===== config.mk =====
export PLATFORM = sky130hd
export DESIGN_NAME = biquad_sched
export DESIGN_NICKNAME = d
export VERILOG_FILES = /design/src/rtl/biq_pkg.sv /design/src/rtl/biq_mul.sv /design/src/rtl/biq_add.sv /design/src/rtl/biq_sched.sv /design/src/rtl/biq_ctrl.sv /design/src/rtl/biquad_sched.sv
export SDC_FILE = /design/constraint.sdc
export NUM_CORES = 1
export LEC_CHECK = 0
export ABC_AREA = 1
export BUFFER_PORTS_ARGS = -buffer_cell sky130_fd_sc_hd__buf_4
export CAP_MARGIN = 5
export CORE_ASPECT_RATIO = 1.25
export CORE_UTILIZATION = 60
export CTS_BUF_LIST = sky130_fd_sc_hd__clkbuf_2
export DETAILED_ROUTE_END_ITERATION = 10
export GPL_TIMING_DRIVEN = 0
export PLACE_DENSITY = 0.86
export SYNTH_ARGS = -nofsm -noshare
export SYNTH_HDL_FRONTEND = slang
export SYNTH_SLANG_ARGS = --single-unit

===== constraint.sdc =====
create_clock -name clk -period 6.2 [get_ports clk]
set_clock_uncertainty 0.1 [all_clocks]
set_input_delay 1.86 -clock clk [delete_from_list [all_inputs] [get_ports clk]]
set_output_delay 1.86 -clock clk [all_outputs]
set_load 0.01 [all_outputs]

===== src/rtl/biq_pkg.sv =====
package biq_pkg;

  localparam int SW   = 16;  // sample width
  localparam int CW   = 16;  // coefficient width (Q1.14)
  localparam int FRAC = 14;  // fraction bits of coefficients
  localparam int ACCW = 40;  // width used before clamping

  typedef logic signed [SW-1:0] smp_t;
  typedef logic signed [CW-1:0] coef_t;

  // multiplier operations: destination register implied by the code
  typedef enum logic [2:0] {
    MO_NONE, MO_U1, MO_U2, MO_V0, MO_V1, MO_V2
  } mop_e;

  // adder operations
  typedef enum logic [2:0] {
    AO_NONE, AO_U3, AO_W0, AO_V3, AO_Y
  } aop_e;

  typedef enum logic [1:0] {
    CS_IDLE, CS_RUN, CS_HOLD
  } cst_e;

  localparam logic signed [ACCW-1:0] SAT_HI = ACCW'(2**(SW-1) - 1);
  localparam logic signed [ACCW-1:0] SAT_LO = -SAT_HI - 1;

  // number of control steps for a given multiplier count
  function automatic int n_steps(input int n_mul);
    return (n_mul >= 2) ? 5 : 6;
  endfunction

  function automatic smp_t sat_w(input logic signed [ACCW-1:0] v);
    smp_t r;
    if (v > SAT_HI)      r = smp_t'(SAT_HI[SW-1:0]);
    else if (v < SAT_LO) r = smp_t'(SAT_LO[SW-1:0]);
    else                 r = smp_t'(v[SW-1:0]);
    return r;
  endfunction

endpackage


===== src/rtl/biq_mul.sv =====
// Shared multiplier: Q1.14 coefficient times sample, rounded, clamped.
module biq_mul
  import biq_pkg::*;
(
  input  coef_t coef,
  input  smp_t  opnd,
  output smp_t  res
);
  localparam int PW   = SW + CW + 1;
  localparam int HALF = 1 << (FRAC - 1);

  logic signed [PW-1:0] prod;
  logic signed [PW-1:0] rnd;
  logic signed [PW-1:0] shf;

  always_comb begin
    prod = PW'(coef) * PW'(opnd);
    rnd  = prod + PW'(HALF);
    shf  = rnd >>> FRAC;
    res  = sat_w(ACCW'(shf));
  end
endmodule


===== src/rtl/biq_add.sv =====
// Shared adder with clamping.
module biq_add
  import biq_pkg::*;
(
  input  smp_t a,
  input  smp_t b,
  output smp_t res
);
  logic signed [ACCW-1:0] sum;

  always_comb begin
    sum = ACCW'(a) + ACCW'(b);
    res = sat_w(sum);
  end
endmodule


===== src/rtl/biq_sched.sv =====
// Step-to-unit binding table. One entry per control step; each unit
// carries at most one operation per step.
module biq_sched
  import biq_pkg::*;
#(
  parameter int NUM_MUL = 1,
  parameter int STW     = 3
) (
  input  logic           run,
  input  logic [STW-1:0] step,
  output mop_e           mop [NUM_MUL],
  output aop_e           aop
);
  if (NUM_MUL == 1) begin : g_one
    always_comb begin
      mop[0] = MO_NONE;
      aop    = AO_NONE;
      if (run) begin
        case (step)
          STW'(0): mop[0] = MO_U1;
          STW'(1): mop[0] = MO_U2;
          STW'(2): begin mop[0] = MO_V1; aop = AO_U3; end
          STW'(3): begin mop[0] = MO_V2; aop = AO_W0; end
          STW'(4): begin mop[0] = MO_V0; aop = AO_V3; end
          STW'(5): aop = AO_Y;
          default: ;
        endcase
      end
    end
  end else begin : g_two
    always_comb begin
      mop[0] = MO_NONE;
      mop[1] = MO_NONE;
      aop    = AO_NONE;
      if (run) begin
        case (step)
          STW'(0): begin mop[0] = MO_U1; mop[1] = MO_U2; end
          STW'(1): begin mop[0] = MO_V1; mop[1] = MO_V2; aop = AO_U3; end
          STW'(2): aop = AO_W0;
          STW'(3): begin mop[0] = MO_V0; aop = AO_V3; end
          STW'(4): aop = AO_Y;
          default: ;
        endcase
      end
    end
  end
endmodule


===== src/rtl/biq_ctrl.sv =====
// Handshake and step sequencer.
module biq_ctrl
  import biq_pkg::*;
#(
  parameter int NSTEP = 6,
  parameter int STW   = 3
) (
  input  logic           clk,
  input  logic           rst_n,
  input  logic           in_req,
  output logic           start,
  output logic           run,
  output logic [STW-1:0] step,
  output logic           out_rdy
);
  localparam logic [STW-1:0] LAST = STW'(NSTEP - 1);

  cst_e           st_q, st_nx;
  logic [STW-1:0] step_q, step_nx;
  logic           req_q;

  always_comb begin
    st_nx   = st_q;
    step_nx = step_q;
    start   = 1'b0;
    case (st_q)
      CS_IDLE: begin
        if (in_req && !req_q) begin
          start   = 1'b1;
          st_nx   = CS_RUN;
          step_nx = '0;
        end
      end
      CS_RUN: begin
        if (step_q == LAST) st_nx = CS_HOLD;
        else                step_nx = step_q + STW'(1);
      end
      CS_HOLD: begin
        if (!in_req) st_nx = CS_IDLE;
      end
      default: st_nx = CS_IDLE;
    endcase
  end

  always_ff @(posedge clk or negedge rst_n) begin
    if (!rst_n) begin
      st_q   <= CS_IDLE;
      step_q <= '0;
      req_q  <= 1'b0;
    end else begin
      st_q   <= st_nx;
      step_q <= step_nx;
      req_q  <= in_req;
    end
  end

  assign run     = (st_q == CS_RUN);
  assign step    = step_q;
  assign out_rdy = (st_q == CS_HOLD);
endmodule


===== src/rtl/biquad_sched.sv =====
// Scheduled second-order recursive filter on shared arithmetic units.
module biquad_sched
  import biq_pkg::*;
#(
  parameter int    NUM_MUL = 1,
  parameter coef_t KA0     = 16'sd4846,
  parameter coef_t KA1     = 16'sd9627,
  parameter coef_t KA2     = 16'sd4846,
  parameter coef_t KB1     = -16'sd3503,
  parameter coef_t KB2     = -16'sd7402
) (
  input  logic        clk,
  input  logic        rst_n,
  input  logic        in_req,
  input  logic [15:0] in_sample,
  output logic        out_rdy,
  output logic [15:0] out_sample
);
  localparam int NM    = (NUM_MUL >= 2) ? 2 : 1;
  localparam int NSTEP = n_steps(NM);
  localparam int STW   = $clog2(NSTEP);

  // reset: asserted asynchronously, released on the clock
  logic [1:0] rs_q;
  logic       rst_int_n;

  always_ff @(posedge clk or negedge rst_n) begin
    if (!rst_n) rs_q <= '0;
    else        rs_q <= {rs_q[0], 1'b1};
  end
  assign rst_int_n = rs_q[1];

  // control
  logic           start, run;
  logic [STW-1:0] step;
  mop_e           mop [NM];
  aop_e           aop;

  biq_ctrl #(.NSTEP(NSTEP), .STW(STW)) i_ctrl (
    .clk     (clk),
    .rst_n   (rst_int_n),
    .in_req  (in_req),
    .start   (start),
    .run     (run),
    .step    (step),
    .out_rdy (out_rdy)
  );

  biq_sched #(.NUM_MUL(NM), .STW(STW)) i_sched (
    .run  (run),
    .step (step),
    .mop  (mop),
    .aop  (aop)
  );

  // datapath registers
  smp_t w0_q, w1_q, w2_q, x_q;
  smp_t u1_q, u2_q, u3_q, v0_q, v1_q, v2_q, v3_q, y_q;
  smp_t w0_nx, w1_nx, w2_nx, x_nx;
  smp_t u1_nx, u2_nx, u3_nx, v0_nx, v1_nx, v2_nx, v3_nx, y_nx;
  logic dp_en;

  // multiplier pool
  smp_t m_res [NM];

  for (genvar g = 0; g < NM; g++) begin : g_mul
    coef_t cf;
    smp_t  op;
    always_comb begin
      case (mop[g])
        MO_U1:   begin cf = KB1; op = w1_q; end
        MO_U2:   begin cf = KB2; op = w2_q; end
        MO_V0:   begin cf = KA0; op = w0_q; end
        MO_V1:   begin cf = KA1; op = w1_q; end
        MO_V2:   begin cf = KA2; op = w2_q; end
        default: begin cf = '0;  op = '0;   end
      endcase
    end
    biq_mul i_mul (.coef(cf), .opnd(op), .res(m_res[g]));
  end

  // single adder
  smp_t a_in0, a_in1, a_res;

  always_comb begin
    case (aop)
      AO_U3:   begin a_in0 = u1_q; a_in1 = u2_q; end
      AO_W0:   begin a_in0 = x_q;  a_in1 = u3_q; end
      AO_V3:   begin a_in0 = v1_q; a_in1 = v2_q; end
      AO_Y:    begin a_in0 = v0_q; a_in1 = v3_q; end
      default: begin a_in0 = '0;   a_in1 = '0;   end
    endcase
  end

  biq_add i_add (.a(a_in0), .b(a_in1), .res(a_res));

  // write-back
  assign dp_en = start | run;

  always_comb begin
    w0_nx = w0_q; w1_nx = w1_q; w2_nx = w2_q; x_nx = x_q;
    u1_nx = u1_q; u2_nx = u2_q; u3_nx = u3_q;
    v0_nx = v0_q; v1_nx = v1_q; v2_nx = v2_q; v3_nx = v3_q;
    y_nx  = y_q;
    if (start) begin
      w2_nx = w1_q;
      w1_nx = w0_q;
      x_nx  = smp_t'(in_sample);
    end
    for (int i = 0; i < NM; i++) begin
      case (mop[i])
        MO_U1:   u1_nx = m_res[i];
        MO_U2:   u2_nx = m_res[i];
        MO_V0:   v0_nx = m_res[i];
        MO_V1:   v1_nx = m_res[i];
        MO_V2:   v2_nx = m_res[i];
        default: ;
      endcase
    end
    case (aop)
      AO_U3:   u3_nx = a_res;
      AO_W0:   w0_nx = a_res;
      AO_V3:   v3_nx = a_res;
      AO_Y:    y_nx  = a_res;
      default: ;
    endcase
  end

  always_ff @(posedge clk or negedge rst_int_n) begin
    if (!rst_int_n) begin
      w0_q <= '0; w1_q <= '0; w2_q <= '0; x_q <= '0;
      u1_q <= '0; u2_q <= '0; u3_q <= '0;
      v0_q <= '0; v1_q <= '0; v2_q <= '0; v3_q <= '0;
      y_q  <= '0;
    end else if (dp_en) begin
      w0_q <= w0_nx; w1_q <= w1_nx; w2_q <= w2_nx; x_q <= x_nx;
      u1_q <= u1_nx; u2_q <= u2_nx; u3_q <= u3_nx;
      v0_q <= v0_nx; v1_q <= v1_nx; v2_q <= v2_nx; v3_q <= v3_nx;
      y_q  <= y_nx;
    end
  end

  assign out_sample = y_q;
endmodule


* Word-level counts from Yosys, hierarchy flattened
Cells that the tools add are included.
** Cells by class
- $add $sub $neg :: 3
- $mul :: 1
- Magnitude comparators :: 4
- Eq/ne operators :: 20
- Muxes and demuxes :: 21
- Bitwise operators :: 1
- Reduce and logical (&&, ||, !) cells :: 20
** Operators by type and width (number)
- $pmux 16 s4 :: 3
- $mux 16 :: 4
- $pmux 16 s3 :: 1
- $gt 40x16->1 const B :: 1
- $lt 40x16->1 const B :: 1
- $add 32x15->33 const B :: 1
- $mul 16x16->32 :: 1
- $reduce_and 2->1 :: 10
- $gt 19x16->1 const B :: 1
- $lt 19x16->1 const B :: 1
- $eq 3x2->1 const B :: 6
- $add 16x16->17 :: 1
- $eq 3x3->1 const B :: 5
- $pmux 3 s5 :: 1
- $mux 3 :: 4
- $pmux 3 s4 :: 1
- $eq 3x1->1 const B :: 3
- $mux 2 :: 3
- $pmux 2 s3 :: 1
- $pmux 3 s2 :: 1
- $reduce_and 3->1 :: 2
- $reduce_or 2->1 :: 3
- $ne 2x1->1 const B :: 2
- $ne 2x2->1 const B :: 2
- 10 further kinds :: 11
** Storage, ports and cells
- Register bits after elaboration :: 200
- Input bits :: 19
- Output and inout port bits :: 17
- Logic and storage cells :: 86

* Depth between registers and ports, before layout
Gate-level depths: netlist of run 1.
- Depth in word-level cells :: 11
- Depth in mapped cells :: 46

* Hierarchy
Synthesis of run 1 repeated with hierarchy kept, for this count alone.
** Second synthesis, totals
- Cells, all modules :: 2826
- Area total of the unflattened synthesis :: 21429.3 um^2
** By module, submodules not included
- biq_mul :: instances 1, cells each 1451, area each 10839.1 um^2, seq. area each 0.0 um^2
- biquad_sched :: instances 1, cells each 1110, area each 9115.0 um^2, seq. area each 4854.7 um^2
- biq_add :: instances 1, cells each 209, area each 1078.5 um^2, seq. area each 0.0 um^2
- biq_ctrl :: instances 1, cells each 35, area each 302.8 um^2, seq. area each 150.1 um^2
- biq_sched :: instances 1, cells each 21, area each 93.8 um^2, seq. area each 0.0 um^2

* Worst setup path after synthesis of run 1
OpenSTA, ideal clock, no wires.
- Kind :: reg-to-reg
- From :: register i_ctrl.step_q[0] (netlist: i_ctrl.step[0])
- To :: register v1_q[0]
- Setup time :: 118 ps
- Arrival :: 7716 ps
- Setup slack :: -1733 ps
- Stages on the path, launching flop included :: 35
- Path buffers :: 2
- Clock period less this slack :: 7933 ps
- Path through :: dfrtp_1 ha_1 ha_1 inv_1 nand2_2 nor2_2 inv_1 nor2_2 inv_1 clkbuf_1 o211ai_1 nand2_1 fa_1 fa_1 inv_1 fa_1 inv_1 fa_1 fa_1 inv_1 fa_1 ha_1 nand2_1 nor3_1 inv_1 o221a_2 nand3_1 nand2_2 nor2_1 nand2_1 nand2_4 buf_12 nand2_4 nand2_1 nand2_1
** On the way
- Word-level cells in the longest chain between the ends :: 11
** Ends and longest elaborated chain
- start, declared :: line biq_ctrl.sv:19 : logic [STW-1:0] step_q, step_nx;
- start signal, assigned :: line biq_ctrl.sv:52 : step_q <= step_nx;
- $eq 3x3->1, or another cell as far along :: line biq_sched.sv:19 : case (step)
- $pmux 3 s5 * :: line biq_sched.sv:19
- $mux 3 * :: line biq_sched.sv:18 : if (run) begin
- $eq 3x3->1, or another cell as far along :: line biquad_sched.sv:70 : case (mop[g])
- $reduce_or 2->1 (no source line)
- $pmux 16 s4 or $pmux 16 s3 (tied branches) :: line biquad_sched.sv:70
- $mul 16x16->32 :: line biq_mul.sv:17 : prod = PW'(coef) * PW'(opnd);
- $add 32x15->33 :: line biq_mul.sv:18 : rnd = prod + PW'(HALF);
- $lt 19x16->1 :: line biq_pkg.sv:36 : else if (v < SAT_LO) r = smp_t'(SAT_LO[SW-1:0]);
- $mux 16 :: line biq_pkg.sv:36
- $mux 16 :: line biq_pkg.sv:35 : if (v > SAT_HI) r = smp_t'(SAT_HI[SW-1:0]);
- end signal, assigned :: line biquad_sched.sv:138 : v0_q <= v0_nx; v1_q <= v1_nx; v2_q <= v2_nx; v3_q <= v3_nx;
- end, declared :: line biquad_sched.sv:58 : smp_t u1_q, u2_q, u3_q, v0_q, v1_q, v2_q, v3_q, y_q;
Every way passes the cells marked *; elsewhere a longest branch is shown, timed or not.
A chain may end at the register's enable or synchronous reset.

* Worst setup path after layout of run 1
- From :: register i_ctrl.step_q[0] (netlist: i_ctrl.step[0])
- To :: register v2_q[3]
** On the way
- Word-level cells in the longest chain between the ends :: 11
** Ends and longest elaborated chain (line)
- $eq 3x3->1, or another cell as far along :: biq_sched.sv:19
- $pmux 3 s5 * :: biq_sched.sv:19
- $mux 3 * :: biq_sched.sv:18
- $eq 3x3->1, or another cell as far along :: biquad_sched.sv:70, biquad_sched.sv:111
- $reduce_or 2->1 (no source line)
- $pmux 16 s4 or $pmux 16 s3 (tied branches) :: biquad_sched.sv:70
- $mul 16x16->32 :: biq_mul.sv:17
- $add 32x15->33 :: biq_mul.sv:18
- $lt 19x16->1 :: biq_pkg.sv:36
- $mux 16 :: biq_pkg.sv:36
- $mux 16 :: biq_pkg.sv:35
- end signal, assigned :: biquad_sched.sv:138
- end, declared :: biquad_sched.sv:58
Marked as above.

==> results of run 1 <==
-- repair_timing --
action                     4_1_cts  5_1_grt
buffers inserted               107       40
resized for setup              183      172
setup endpoints to repair      124      140
cloned                           4        1
pin swaps                       90      103
-- state kept, by name, summed over array words and instances, names as in the netlist --
register / cells
w2_q: 16
v2_q: 16
v1_q: 16
u3_q: 16
u1_q: 16
v3_q: 16
i_ctrl.req_q: 1
out_sample: 16
u2_q: 16
x_q: 16
i_ctrl.st_q: 2
w1_q: 16
rs_q: 2
w0_q: 16
v0_q: 16
i_ctrl.step: 3
-- stage by stage --
stage	instances	setup TNS [ps]	area, um^2
floorplan	2382	-91060	19800
global placement	2829	-535960	20600
detailed placement	2831	-201200	20700
CTS	2970	-136440	22500
global route	3009	-170520	23400
finish	3009	-147470	23400
-- worst register-to-register path, delay by kind of cell (launching register included) --
family / cells / cell delay (ps)
compound gates: 3 / 550
buf+inv: 13 / 1750
simple gates: 16 / 1700
flops: 1 / 450
fa+ha+maj: 8 / 3590
-- cell families (layout without fill, tap and decap cells) --
| group | Yosys count | count (layout) | share of synthesized area, % |
|---|---|---|---|
| flip-flops | 200 | 200 | 25.8 |
| adder cells (fa/ha/maj) | 355 | 355 | 32.2 |
| other | 1 | 2 | 0.0193 |
| AO/OA/AOI/OAI | 224 | 225 | 6.80 |
| multiplexers | 19 | 19 | 1.10 |
| AND/OR/NAND/NOR | 930 | 930 | 20.1 |
| buffers and inverters | 616 | 829 | 12.2 |
| XOR/XNOR | 37 | 37 | 1.71 |
-- final timing paths --
path / cells after the start / slack [ps] / end
max: 40 / -1950 / v2_q[3]
min: 0 / 300 / rs_q[1]
max reg2reg: 40 / -1950 / v2_q[3]
min reg2reg: 0 / 300 / rs_q[1]
max in group asynchronous: 1 / 4810 / w1_q[12]
min in group asynchronous: 0 / 320 / x_q[11]
-- cell type report --
cell class / instances / area share, %
multi-input cells: 1567 / 57.1
flip-flops and latches: 200 / 21.4
inverters: 546 / 9.02
repair buffers: 185 / 7.22
well taps: 412 / 2.20
plain buffers: 66 / 1.94
clock inverters: 15 / 0.758
clock buffers: 17 / 0.363
diodes: 1 / 0.0107
-- placed cells by master (no fill, tap or decap), types with 23 or more instances in the layout --
cell      instances
a21oi_1          36
buf_4           155
clkbuf_1         37
clkbuf_2         23
dfrtp_1         198
fa_1            231
ha_1             88
ha_4             24
inv_1           491
inv_2            34
nand2_1         643
nand2_2          94
nand2_4          40
nand4_1          24
nor2_1           38
o21ai_0          84
xor2_1           23
-- layer usage --
metal  GRT usage (%)  vias to the layer above  wire (um)
li1                -                     7527          -
met2            63.0                     1173      30200
met1            39.6                     8401      20100
met4            27.4                        0       5870
met5               0                        -          0
met3            7.17                      445       5610
==> impl_results.md, run 1 <==
- Flip-flop cell with the highest count after synthesis: dfrtp_1
- Vias in the first global route: between 15000 and 20000
- Period minus WS final: around 8100 ps
- CP Data Arrival Time: 8860 ps
- Final setup fails: 81
- Delay-heaviest family, CP: adder cells
- Area of the multi-input gates: 13400 um^2
- Most numerous cell in the Yosys netlist: nand2_1
- Iter 0 DRT Violations: ~2000
- CP max stage cell: fa_1
- Fin. Hold Viols: 0
- CTS Buffer Depth: 2
- P&R area growth vs syn: 20.9%
- CP max FO: 10
- Fmax: 0.123 GHz
- Syn avg cell area: 8.14 um^2
- Via density: approximately 6
- Status: finished with violations
- Clock Latency Late Sink: between 800 and 900 ps
- Final Cycle Share: 131%
- Number of remaining DRC errors: 0
- Post-synthesis sequential area ratio: between 20% and 30%
- Syn Std Cell Area: roughly 19000 um^2
- Initial antenna violation count: 1
- Die ar.: 33000 um^2
- Hold_ws: between 200 and 300 ps
- Setup CP Type: register to register
- Least-Margin Pin Slew: 996 ps
- First-pass GRT wire length: between 90 and 100 mm
- Synth top area cells: dfrtp_1 (26%), fa_1 (25%), nand2_1 (15%)
- TritonCTS clock tree: built
- Register Area: between 5000 and 6000 um^2
- Die Span Y: 203 um
- Antenna-violating nets left: 0
- Gr usage total: between 30% and 40%
- Gpl congestion: 0.982
- Final WS setup: -1950 ps
- Setup crit start kind: register
- Syn_nets: around 2800
- Layout cells sized above 1: 23.2%
- Max transition margin: 32.9%
- Critical path capture point type: register
- I/O pins: 36
- Cts hold-fix bufs: 0
- Starting density of the core: a little over 60%
- Synth unique cells: slightly below 50
- Largest net degree at the start of global routing: between 70 and 80
- Slew Viols, Final: 0
- RSZ-0062 raised after global routing: true
- Overflow after GRT: 0
- Bufs and invs on worst path: 13
- Crit. Startpoint: i_ctrl.step[0]
- Area leader, netlist: dfrtp_1
- CP most frequent cell: fa_1
- Worst path required time: roughly 6900 ps
- Top cells by count, synth: nand2_1 (753), inv_1 (534), fa_1 (241), dfrtp_1 (200), ha_1 (114)
- Nets: 2957
- Max incr delay on CP: approximately 570 ps
- Final wirelength: just over 60 mm
- Synth warnings: 0
- Port bufs: 35
- Setup WS pre-CTS: -2410 ps
- Root Driver: clkbuf_2
- DIE WIDTH: around 160 um
- Max-cap viol count: 0
- Asr flop ratio synth: 100%
- CTS Buf Count: 17
- Hold Path Class: register to register
- Clk slew on worst S/H paths: about 340 ps
- Core Util, Final: about three quarters
- TritonCTS Sinks: 200
- Fill count: just over 2000
- Drt pass-1 iters: 9
- Mapped Cells: about 2400
- Failing checks: negative setup slack
- Rows: between 70 and 80
- Worst Hold Launch: rs_q[0]
- H-tree depth: 4
- Core area: approximately 32000 um^2
- Number of enable flip-flop cells after synthesis: 0
- R2R Path Start: i_ctrl.step[0]
- Post-DR wirelength/cell: around 20 um
- Synth top area share: 25.8%
- Post-DP HPWL: between 40 and 50 mm
- Vias post-DR: 17500
- Seq cells post-synth: 200
Power of run 1 is left out: the tool's default activity adds up to more than one toggle a clock period on the data nets, which glitch-free logic cannot reach.
==> run 2, diff against run 1 <==
--- a/config.mk
+++ b/config.mk
@@ -6,7 +6,7 @@
 export NUM_CORES = 1
 export LEC_CHECK = 0
 export ABC_AREA = 1
-export BUFFER_PORTS_ARGS = -buffer_cell sky130_fd_sc_hd__buf_4
+export BUFFER_PORTS_ARGS = -buffer_cell sky130_fd_sc_hd__buf_2
 export CAP_MARGIN = 5
 export CORE_ASPECT_RATIO = 1.25
 export CORE_UTILIZATION = 60
==> constraint.sdc (replaced) <==
create_clock -name clk -period 7.2 [get_ports clk]
set_clock_uncertainty 0.1 [all_clocks]
set_input_delay 2.16 -clock clk [delete_from_list [all_inputs] [get_ports clk]]
set_output_delay 2.16 -clock clk [all_outputs]
set_load 0.01 [all_outputs]
==> impl_results.md, run 2 (same netlist as run 1, synthesis figures left out) <==
- Fmax: 0.123 GHz (about the same)
- Nets: 2943 (-0.47%)
- CP Data Arrival Time: 8840 ps (-20 ps)
- I/O pins: 36 (unchanged)
- Max-cap viol count: 0 (unchanged)
- Iter 0 DRT Violations: 2060 (+3.9%)
- Core Util, Final: 72.5% (-1.2 points)
- Starting density of the core: 61.0% (unchanged)
- Post-DR wirelength/cell: 20.4 um (-0.52%)
- Placed cell area: 20400 um^2 (-1.1%)
- H-tree depth: 4 (unchanged)
- Via density: 5.87 (+0.71%)
- CTS Buffer Depth: 2 (unchanged)
- Vias in the first global route: 18100 (-0.61%)
- Status: finished with violations
- Drt pass-1 iters: 11 (+2)
- DIE WIDTH: 163 um (unchanged)
- Die ar.: 33000 um^2 (unchanged)
- CP max stage cell: fa_1
- Layout cells sized above 1: 21.9% (-1.2 points)
- Max transition margin: 11.4% (-21 points)
- Final WS setup: -948 ps (+999 ps)
- RSZ-0062 raised after global routing: true
- Fin. Hold Viols: 0 (unchanged)
- Rows: 73 (unchanged)
- Worst path required time: 7890 ps (+980 ps)
- Gpl congestion: 0.994 (+1.2%)
- Initial antenna violation count: 1 (unchanged)
- Slew Viols, Final: 0 (unchanged)
- TritonCTS Sinks: 200 (unchanged)
- CP max FO: 6 (-4)
- CP most frequent cell: fa_1
- Number of remaining DRC errors: 1 (+1)
- Setup CP Type: register to register
- Period minus WS final: 8150 ps (+1.15 ps)
- Port bufs: 35 (unchanged)
- Cts hold-fix bufs: 0 (unchanged)
- CTS Buf Count: 17 (unchanged)
- Clock Latency Late Sink: 870 ps (about the same)
- Most frequent cells in the layout: nand2_1 (664), inv_1 (488), fa_1 (230)
- Final setup fails: 80 (-1.2%)
- Core area: 31800 um^2 (unchanged)
- Final wirelength: 61.2 mm (-0.99%)
- TritonCTS clock tree: built
- Max incr delay on CP: 550 ps (-20 ps)
- Hold Path Class: register to register
- Failing checks: design-rule violations, negative setup slack
- P&R area growth vs syn: 18.8%
- Clk slew on worst S/H paths: 360 ps (+20 ps)
- Critical path capture point type: register
- Fin area: 23000 um^2 (-1.7%)
- Final Cycle Share: 113% (-18 points)
- Antenna-violating nets left: 0 (unchanged)
- Overflow after GRT: 0 (unchanged)
- Setup crit start kind: register
- Die Span Y: 203 um (unchanged)
- Least-Margin Pin Slew: 1320 ps (+322 ps)
- Gr usage total: 36.2% (-0.43 points)
- Post-DP HPWL: 42.7 mm (+0.26%)
- Most common cell after layout, fill and taps aside: nand2_1
- Largest net degree at the start of global routing: 73 (unchanged)
- Root Driver: clkbuf_2
- First-pass GRT wire length: 92.0 mm (-0.22%)
- Fill count: 2135 (+4.4%)
- Vias post-DR: 17600 (+0.24%)
[run 2: cell types whose count changed in the layout (fill, tap and decap cells not counted), moves of 5 or more]
cell     change
buf_12       -7
buf_2       +35
buf_4       -34
buf_6        -6
inv_2        +5
nand2_1     +21
nand2_2     -25
nand2_4      +9
nand2_8      -5
o21ai_0      +6
o21ai_1      -6
[run 2: critical path: cells and delay by family (launching register included)]
kind / cells / cell delay [ps]
flip-flops: 1 / 510
AO/OA/AOI/OAI: 4 / 830
AND/OR/NAND/NOR: 14 / 1600
buffers and inverters: 14 / 1510
adder cells (fa/ha/maj): 8 / 3540
[run 2: stage by stage]
step                setup slack [ps]  hold WS [ps]  cells  setup TNS [ps]
global route                   -1270           316   2995          -88200
detailed placement             -1810           240   2831         -139470
CTS                             -695           300   2940          -50170
floorplan                       -211           231   2382          -12680
global placement               -1780           240   2829         -268760
finish                          -948           299   2995          -67310
[run 2: final cells by class]
| type | count | area (um^2) | share of cell area [%] |
|---|---|---|---|
| multi-input cells | 1566 | 13300 | 57.7 |
| flip-flops and latches | 200 | 5010 | 21.7 |
| inverters | 546 | 2100 | 9.13 |
| repair buffers | 174 | 1420 | 6.16 |
| well taps | 412 | 515 | 2.24 |
| plain buffers | 64 | 410 | 1.78 |
| clock inverters | 15 | 191 | 0.831 |
| clock buffers | 17 | 85.1 | 0.369 |
| diodes | 1 | 2.50 | 0.0109 |
[run 2: path summary, 6_finish.rpt]
| kind | from | to | slack (ps) | depth (start not counted) |
|---|---|---|---|---|
| hold reg to reg | rs_q[0] | rs_q[1] | 300 | 0 |
| min in group asynchronous | rs_q[1] | u3_q[11] | 320 | 0 |
| setup / recovery | i_ctrl.step[0] | v1_q[1] | -950 | 40 |
| hold / removal | rs_q[0] | rs_q[1] | 300 | 0 |
| max in group asynchronous | rs_q[1] | i_ctrl.st_q[1] | 5370 | 2 |
| setup reg to reg | i_ctrl.step[0] | v1_q[1] | -950 | 40 |
[run 2: timing repair]
action | CTS | global route
pin swaps | 98 | 79
gates cloned | 3 | 0
resized for setup | 182 | 171
setup buffers | 80 | 55
setup endpoints to repair | 80 | 96
[run 2: layer usage]
layer	share of wire, %	global-route usage (%)	wire [um]
met5	0	0	0
met1	33	41.4	20400
met3	8.2	4.33	4990
met2	49	62.5	30000
met4	9.6	25.8	5860
Power of run 2 is left out for the same reason.
